--- src/rtl/crtv_pkg.sv ---
package crtv_pkg;
  localparam int OVF_W = 2;

  // Join a low byte with its two overflow bits (index 1 -> MSB).
  function automatic logic [9:0] join_line(input logic [7:0] lo, input logic [1:0] ovf);
    return {ovf[1], ovf[0], lo};
  endfunction

  typedef struct packed {
    logic latch;
    logic update;
  } edge_stb_t;
endpackage

--- src/rtl/crtv_line_counter.sv ---
module crtv_line_counter #(
  parameter int W = 10
) (
  input  logic         clk,
  input  logic         rst_n,
  input  logic         tick,
  input  logic [W-1:0] total,
  output logic [W-1:0] line_q,
  output logic [W-1:0] line_nx
);
  logic [W:0] inc;

  always_comb begin
    inc = {1'b0, line_q} + {{W{1'b0}}, 1'b1};
    if (!tick)
      line_nx = line_q;
    else if (inc >= {1'b0, total})
      line_nx = '0;
    else
      line_nx = inc[W-1:0];
  end

  always_ff @(posedge clk) begin
    if (!rst_n) line_q <= '0;
    else        line_q <= line_nx;
  end

  // no tick, no movement
  assert_hold_R2: assert property (@(posedge clk) disable iff (!rst_n)
    !tick |=> line_q == $past(line_q));

  // counter never lands at or above the total in force at the tick
  assert_below_total_R3: assert property (@(posedge clk) disable iff (!rst_n)
    (tick && total != '0) |=> line_q < $past(total));
endmodule

--- src/rtl/crtv_retrace_window.sv ---
module crtv_retrace_window #(
  parameter int W     = 10,
  parameter int LEN_W = 4
) (
  input  logic             clk,
  input  logic             rst_n,
  input  logic             tick,
  input  logic [W-1:0]     line_nx,
  input  logic [W-1:0]     start,
  input  logic [LEN_W-1:0] len,
  output logic             vret_q,
  output crtv_pkg::edge_stb_t stb_q
);
  import crtv_pkg::*;

  logic [W:0] end_ext;
  logic [W:0] line_ext;
  logic       in_win;
  edge_stb_t  stb_d;

  always_comb begin
    end_ext      = {1'b0, start} + {{(W+1-LEN_W){1'b0}}, len};
    line_ext     = {1'b0, line_nx};
    in_win       = (line_ext >= {1'b0, start}) && (line_ext <= end_ext);
    stb_d.latch  = tick && (line_nx == start);
    stb_d.update = tick && (line_ext == end_ext);
  end

  always_ff @(posedge clk) begin
    if (!rst_n) begin
      vret_q <= 1'b0;
      stb_q  <= '0;
    end else begin
      vret_q <= in_win;
      stb_q  <= stb_d;
    end
  end

  // a capture strobe only occurs inside the retrace window
  assert_latch_in_window_R5: assert property (@(posedge clk) disable iff (!rst_n)
    stb_q.latch |-> vret_q);

  // an apply strobe only occurs inside the retrace window
  assert_update_in_window_R6: assert property (@(posedge clk) disable iff (!rst_n)
    stb_q.update |-> vret_q);

  // capture strobe is a single-cycle pulse when the line keeps moving
  assert_latch_single_R5: assert property (@(posedge clk) disable iff (!rst_n)
    (stb_q.latch && tick && line_nx != $past(line_nx)) |=> !stb_q.latch);
endmodule

--- src/rtl/crtv_status_port.sv ---
module crtv_status_port #(
  parameter int NSYNC = 2
) (
  input  logic             clk,
  input  logic             rst_n,
  input  logic [NSYNC-1:0] sync_raw,
  input  logic [NSYNC-1:0] sync_inv,
  input  logic             rd,
  output logic [NSYNC-1:0] sync_rep,
  output logic             dd,
  output logic             clr_q
);
  for (genvar g = 0; g < NSYNC; g++) begin : g_pol
    assign sync_rep[g] = sync_raw[g] ^ sync_inv[g];
  end

  assign dd = |sync_raw;

  always_ff @(posedge clk) begin
    if (!rst_n) clr_q <= 1'b0;
    else        clr_q <= rd;
  end

  // each read produces the clear pulse on the next cycle
  assert_read_clears_R9: assert property (@(posedge clk) disable iff (!rst_n)
    rd |=> clr_q);

  // no clear pulse without a read in the previous cycle
  assert_clear_needs_read_R9: assert property (@(posedge clk) disable iff (!rst_n)
    (clr_q && $past(rst_n)) |-> $past(rd));
endmodule

--- src/rtl/crt_vtiming.sv ---
module crt_vtiming #(
  parameter int LO_W     = 8,
  parameter int LEN_W    = 4,
  parameter int IDX_W    = 5,
  parameter int PROT_CNT = 8,
  parameter int PROT_BIT = 7
) (
  input  logic              clk,
  input  logic              rst_n,
  input  logic              hsync_tick,
  input  logic              hsync_active,
  input  logic [LO_W-1:0]   vtotal_lo,
  input  logic [1:0]        vtotal_ovf,
  input  logic [LO_W-1:0]   vrs_lo,
  input  logic [1:0]        vrs_ovf,
  input  logic [7:0]        vre_reg,
  input  logic              vsync_inv,
  input  logic              hsync_inv,
  input  logic              status_rd,
  input  logic              wr_en,
  input  logic [IDX_W-1:0]  wr_idx,
  output logic [LO_W+1:0]   line_no,
  output logic              vretrace,
  output logic              latch_stb,
  output logic              update_stb,
  output logic              stat_vsync,
  output logic              stat_hsync,
  output logic              stat_dd,
  output logic              acff_clr,
  output logic              wr_allow
);
  import crtv_pkg::*;

  localparam int LINE_W = LO_W + OVF_W;

  logic [LINE_W-1:0] total_w, start_w, line_nx;
  edge_stb_t         stb;
  logic [1:0]        rep;
  logic              protect;

  assign total_w = join_line(vtotal_lo, vtotal_ovf);
  assign start_w = join_line(vrs_lo, vrs_ovf);

  crtv_line_counter #(.W(LINE_W)) u_cnt (
    .clk     (clk),
    .rst_n   (rst_n),
    .tick    (hsync_tick),
    .total   (total_w),
    .line_q  (line_no),
    .line_nx (line_nx)
  );

  crtv_retrace_window #(.W(LINE_W), .LEN_W(LEN_W)) u_win (
    .clk     (clk),
    .rst_n   (rst_n),
    .tick    (hsync_tick),
    .line_nx (line_nx),
    .start   (start_w),
    .len     (vre_reg[LEN_W-1:0]),
    .vret_q  (vretrace),
    .stb_q   (stb)
  );

  assign latch_stb  = stb.latch;
  assign update_stb = stb.update;

  crtv_status_port #(.NSYNC(2)) u_stat (
    .clk      (clk),
    .rst_n    (rst_n),
    .sync_raw ({vretrace, hsync_active}),
    .sync_inv ({vsync_inv, hsync_inv}),
    .rd       (status_rd),
    .sync_rep (rep),
    .dd       (stat_dd),
    .clr_q    (acff_clr)
  );

  assign stat_vsync = rep[1];
  assign stat_hsync = rep[0];

  assign protect  = vre_reg[PROT_BIT];
  assign wr_allow = wr_en && !(protect && (int'(wr_idx) < PROT_CNT));

  // a protected low-index write never gets through
  assert_guard_R10: assert property (@(posedge clk) disable iff (!rst_n)
    (vre_reg[PROT_BIT] && int'(wr_idx) < PROT_CNT) |-> !wr_allow);

  // display-disabled follows vertical retrace regardless of inversion
  assert_dd_vret_R8: assert property (@(posedge clk) disable iff (!rst_n)
    vretrace |-> stat_dd);
endmodule

--- config.mk ---
export PLATFORM = sky130hd
export DESIGN_NAME = crt_vtiming
export DESIGN_NICKNAME = d
export VERILOG_FILES = /design/src/rtl/crtv_pkg.sv /design/src/rtl/crtv_line_counter.sv /design/src/rtl/crtv_retrace_window.sv /design/src/rtl/crtv_status_port.sv /design/src/rtl/crt_vtiming.sv
export SDC_FILE = /design/constraint.sdc
export NUM_CORES = 1
export LEC_CHECK = 0
export CORE_MARGIN = 2
export CORE_UTILIZATION = 47
export DETAILED_ROUTE_END_ITERATION = 10
export MAX_ROUTING_LAYER = met4
export PLACE_DENSITY = 0.85
export SLEW_MARGIN = 20
export SYNTH_ARGS = -nofsm -noshare
export SYNTH_HDL_FRONTEND = slang
export SYNTH_SLANG_ARGS = --single-unit
export TNS_END_PERCENT = 50
--- constraint.sdc ---
create_clock -name clk -period 4.4 [get_ports clk]
set_input_delay 0.66 -clock clk [delete_from_list [all_inputs] [get_ports clk]]
set_output_delay 0.66 -clock clk [all_outputs]
set_load 0.05 [all_outputs]
==> impl_metrics.csv <==
group,metric,value,unit
setup_path,end_kind,"register",
yosys,synth_edf_count,0,
grt,grt_pass1_vias,1704,
setup_path,rrSetupSlack,0.41,ns
power,switching_power,0.000122,W
sta,slew_headroom,66.1,%
die,io_pins,59,
worst_hold_path,hp-class,"reg2reg",
yosys,yosysUniqueCellTypes,47,
sta,slew_violations,0,
cells_and_area,area_delta_synth_final,39.3,%
clocking,numCtsBuffers,3,
place,gp_congestion,0.900,
grt,grt_overflow,0,
yosys,synthCells,224,
route,drt-pass1-iter-count,4,
route,routed_wl,4.05,mm
yosys,synthFlopType,"dfxtp_1",
power,powerDensity,164,mW/mm2
setup_path,r2r-end,"u_win.vret_q",
cells_and_area,stdcell_count,333,
flow_run,cap_violations,0,
yosys,avgSynthCellArea,7.89,um2
yosys,yosysSeqAreaShare,15.9,%
sta,hold_viol,0,
sta,fin_crit_sh,90.7,%
route,avgRoutedWirePerCell,12.2,um
power,intPower,0.000282,W
setup_path,cp_max_fo,8,
setup_path,r2r_start,"u_cnt.line_q[0]",
grt,antenna_found_initial,0,
yosys,ys.warnings.count,0,
yosys,netlist.area_leader.share,24.1,%
die,core_area,0.00363,mm2
grt,gr-usage-met2,36.4,%
place,numPortBuffers,52,
grt,grt_max_degree,12,
clocking,path_clk_slew,0.06,ns
outcome,outcome,"finished clean",
sta,clock-skew-final,0.00304,ns
power,peakVddDrop,0.0000956,V
sta,final.min_clock_period,3.99,ns
power,cellLeakagePower,1.17,nW
yosys,synth_area_leaders,"ha_1, dfxtp_1, xnor2_1, inv_1, a21oi_1",
place,place_ws,0.187,ns
yosys,synthArstFlopShare,0,%
grt,grt_util_met1,23.8,%
clocking,h-tree-depth,1,
die,start_util,48.7,%
worst_hold_path,hold_end,"u_cnt.line_q[3]",
yosys,synthTopCellsByCount,"ha_1, inv_1, nor2_1",
cells_and_area,layout.nets,362,
power,power_frac_comb,37.3,%
die,die_x,65.3,um
place,placed_cells,329,
worst_hold_path,hold_depth,2,
setup_path,arrival,4.16,ns
worst_hold_path,hp-start,"u_cnt.line_q[3]",
yosys,synth_nets,300,
route,route.detailed.drc,0,
route,vias,1771,
power,clock_power_share,30.3,%
clocking,post_cts_buffers,0,
power,swShare,30.2,%
grt,grt_pass1_wl,6.93,mm
grt,grt-busiest-layer,"met2",
grt,track_usage,20.8,%
sta,worst-slew-pin-transition,0.506,ns
cells_and_area,diodes,0,
clocking,hold_buffers,0,
setup_path,r2r_cells,19,
yosys,synth_top_area_cell,"ha_1",
sta,final.setup.tns,0,ns
place,place_hpwl,3.50,mm
route,drt_iter0_drc,75,
setup_path,critical_path_class,"reg2reg",
sta,fmax,251,MHz
clocking,clk_latency,0.24,ns
clocking,clkSinkCount,14,
yosys,synth.most_common_cell,"ha_1",
sta,final.setup.worst_slack,0.409,ns
yosys,synth_area,0.00177,mm2
power,seq_power_share,32.4,%
sta,final-setup-viol-count,0,
clocking,cts_buffer_depth,2,
setup_path,cp.required,4.57,ns
route,drtAntennaViolNets,0,
grt,met3_usage,2.40,%
cells_and_area,drive_gt1_share,8.42,%
route,drt-vias-per-instance,5.32,
clocking,cts_tree,"done",
setup_path,start_kind,"register",
clocking,root_buffer,"clkbuf_8",
sta,rsz0062_at_grt,"no",
die,dieArea,0.00427,mm2
yosys,ys_ff_latch,14,
die,die_h,65.3,um
clocking,postCtsResizedCells,0,
die,rows,22,
-- metrics by stage --
stage | power, W | util, % | hold WS (ns) | cell area [um2]
2_1_floorplan | 0.000223 | - | 0.787 | 1770
4_1_cts | 0.000407 | 67.4 | 0.609 | 2450
6_report | 0.000404 | 67.8 | 0.609 | 2460
5_1_grt | 0.000431 | 67.8 | 0.658 | 2460
3_5_place_dp | 0.000283 | 65.8 | 0.602 | 2390
3_3_place_gp | 0.000280 | 65.8 | 0.593 | 2390
-- routing by layer --
layer,vias to the layer above,share of wire (%)
met2,48,49
met3,6,4.6
met5,-,0
met4,0,1.6
met1,793,44
li1,924,-
-- power by group through the flow --
stage	clock, W	sequential [W]	combinational (W)
after global placement	0	0.000134	0.000146
final	0.000122	0.000131	0.000151
after detailed placement	0	0.000134	0.000149
after CTS	0.000125	0.000131	0.000150
after global routing	0.000131	0.000131	0.000168
after floorplan	0	0.000140	0.0000822
-- area by class of cell --
type	count	area [um2]
multi-input combinational	185	1410
fill	327	1170
timing repair buffer	59	573
sequential	14	280
inverter	23	86.3
tap	48	60.1
clock buffer	4	55.1
-- critical path, stage by stage (launching register included) --
cell      delay, ns
dfxtp_1        0.44
ha_1           0.27
nand3_4        0.14
nor2_1         0.14
xnor2_1        0.15
inv_1          0.09
ha_1           0.30
nand2_1        0.07
o211ai_1       0.20
a21oi_2        0.08
o21ai_1        0.36
o21ai_0        0.15
a21o_1         0.25
ha_1           0.34
nand3_1        0.08
nor3_1         0.21
nand2_1        0.15
o31ai_1        0.23
a221oi_1       0.11
a21oi_1        0.17
-- how the worst max path moves through the flow --
stage / start / endpoint / slack, ns / depth (start not counted)
finish: u_cnt.line_q[0] / u_win.vret_q / 0.41 / 19
global route: u_cnt.line_q[0] / u_win.vret_q / 0.007 / 20
floorplan: u_cnt.line_q[3] / u_win.vret_q / 0.27 / 21
global placement: u_cnt.line_q[0] / u_win.vret_q / 0.21 / 21
CTS: u_cnt.line_q[0] / u_win.vret_q / 0.14 / 21
detailed placement: u_cnt.line_q[0] / u_win.vret_q / 0.19 / 21
-- cells by family after synthesis --
kind of cell	Yosys count	share of synthesized area, %
simple gates	73	21.9
compound gates	57	21.6
fa+ha+maj	35	25.2
buf+inv	25	5.38
xor+xnor	19	9.41
flops	14	15.9
mux	1	0.637
-- state kept, by name (all words and copies together) (netlist names) --
register / cells
u_win.stb_q: 2
u_stat.clr_q: 1
u_cnt.line_q: 10
u_win.vret_q: 1
-- layout by cell type (no fill, tap or decap), types with 6 or more instances in the layout --
master,n
inv_1,22
nand3_1,6
o21ai_0,12
and2_1,8
ha_1,34
buf_4,7
a21o_1,6
nor2_1,19
xor2_1,8
clkdlybuf4s50_1,52
xnor2_1,11
a21oi_1,13
nand2_1,11
dfxtp_1,14
(Power assumes the default switching activity.)
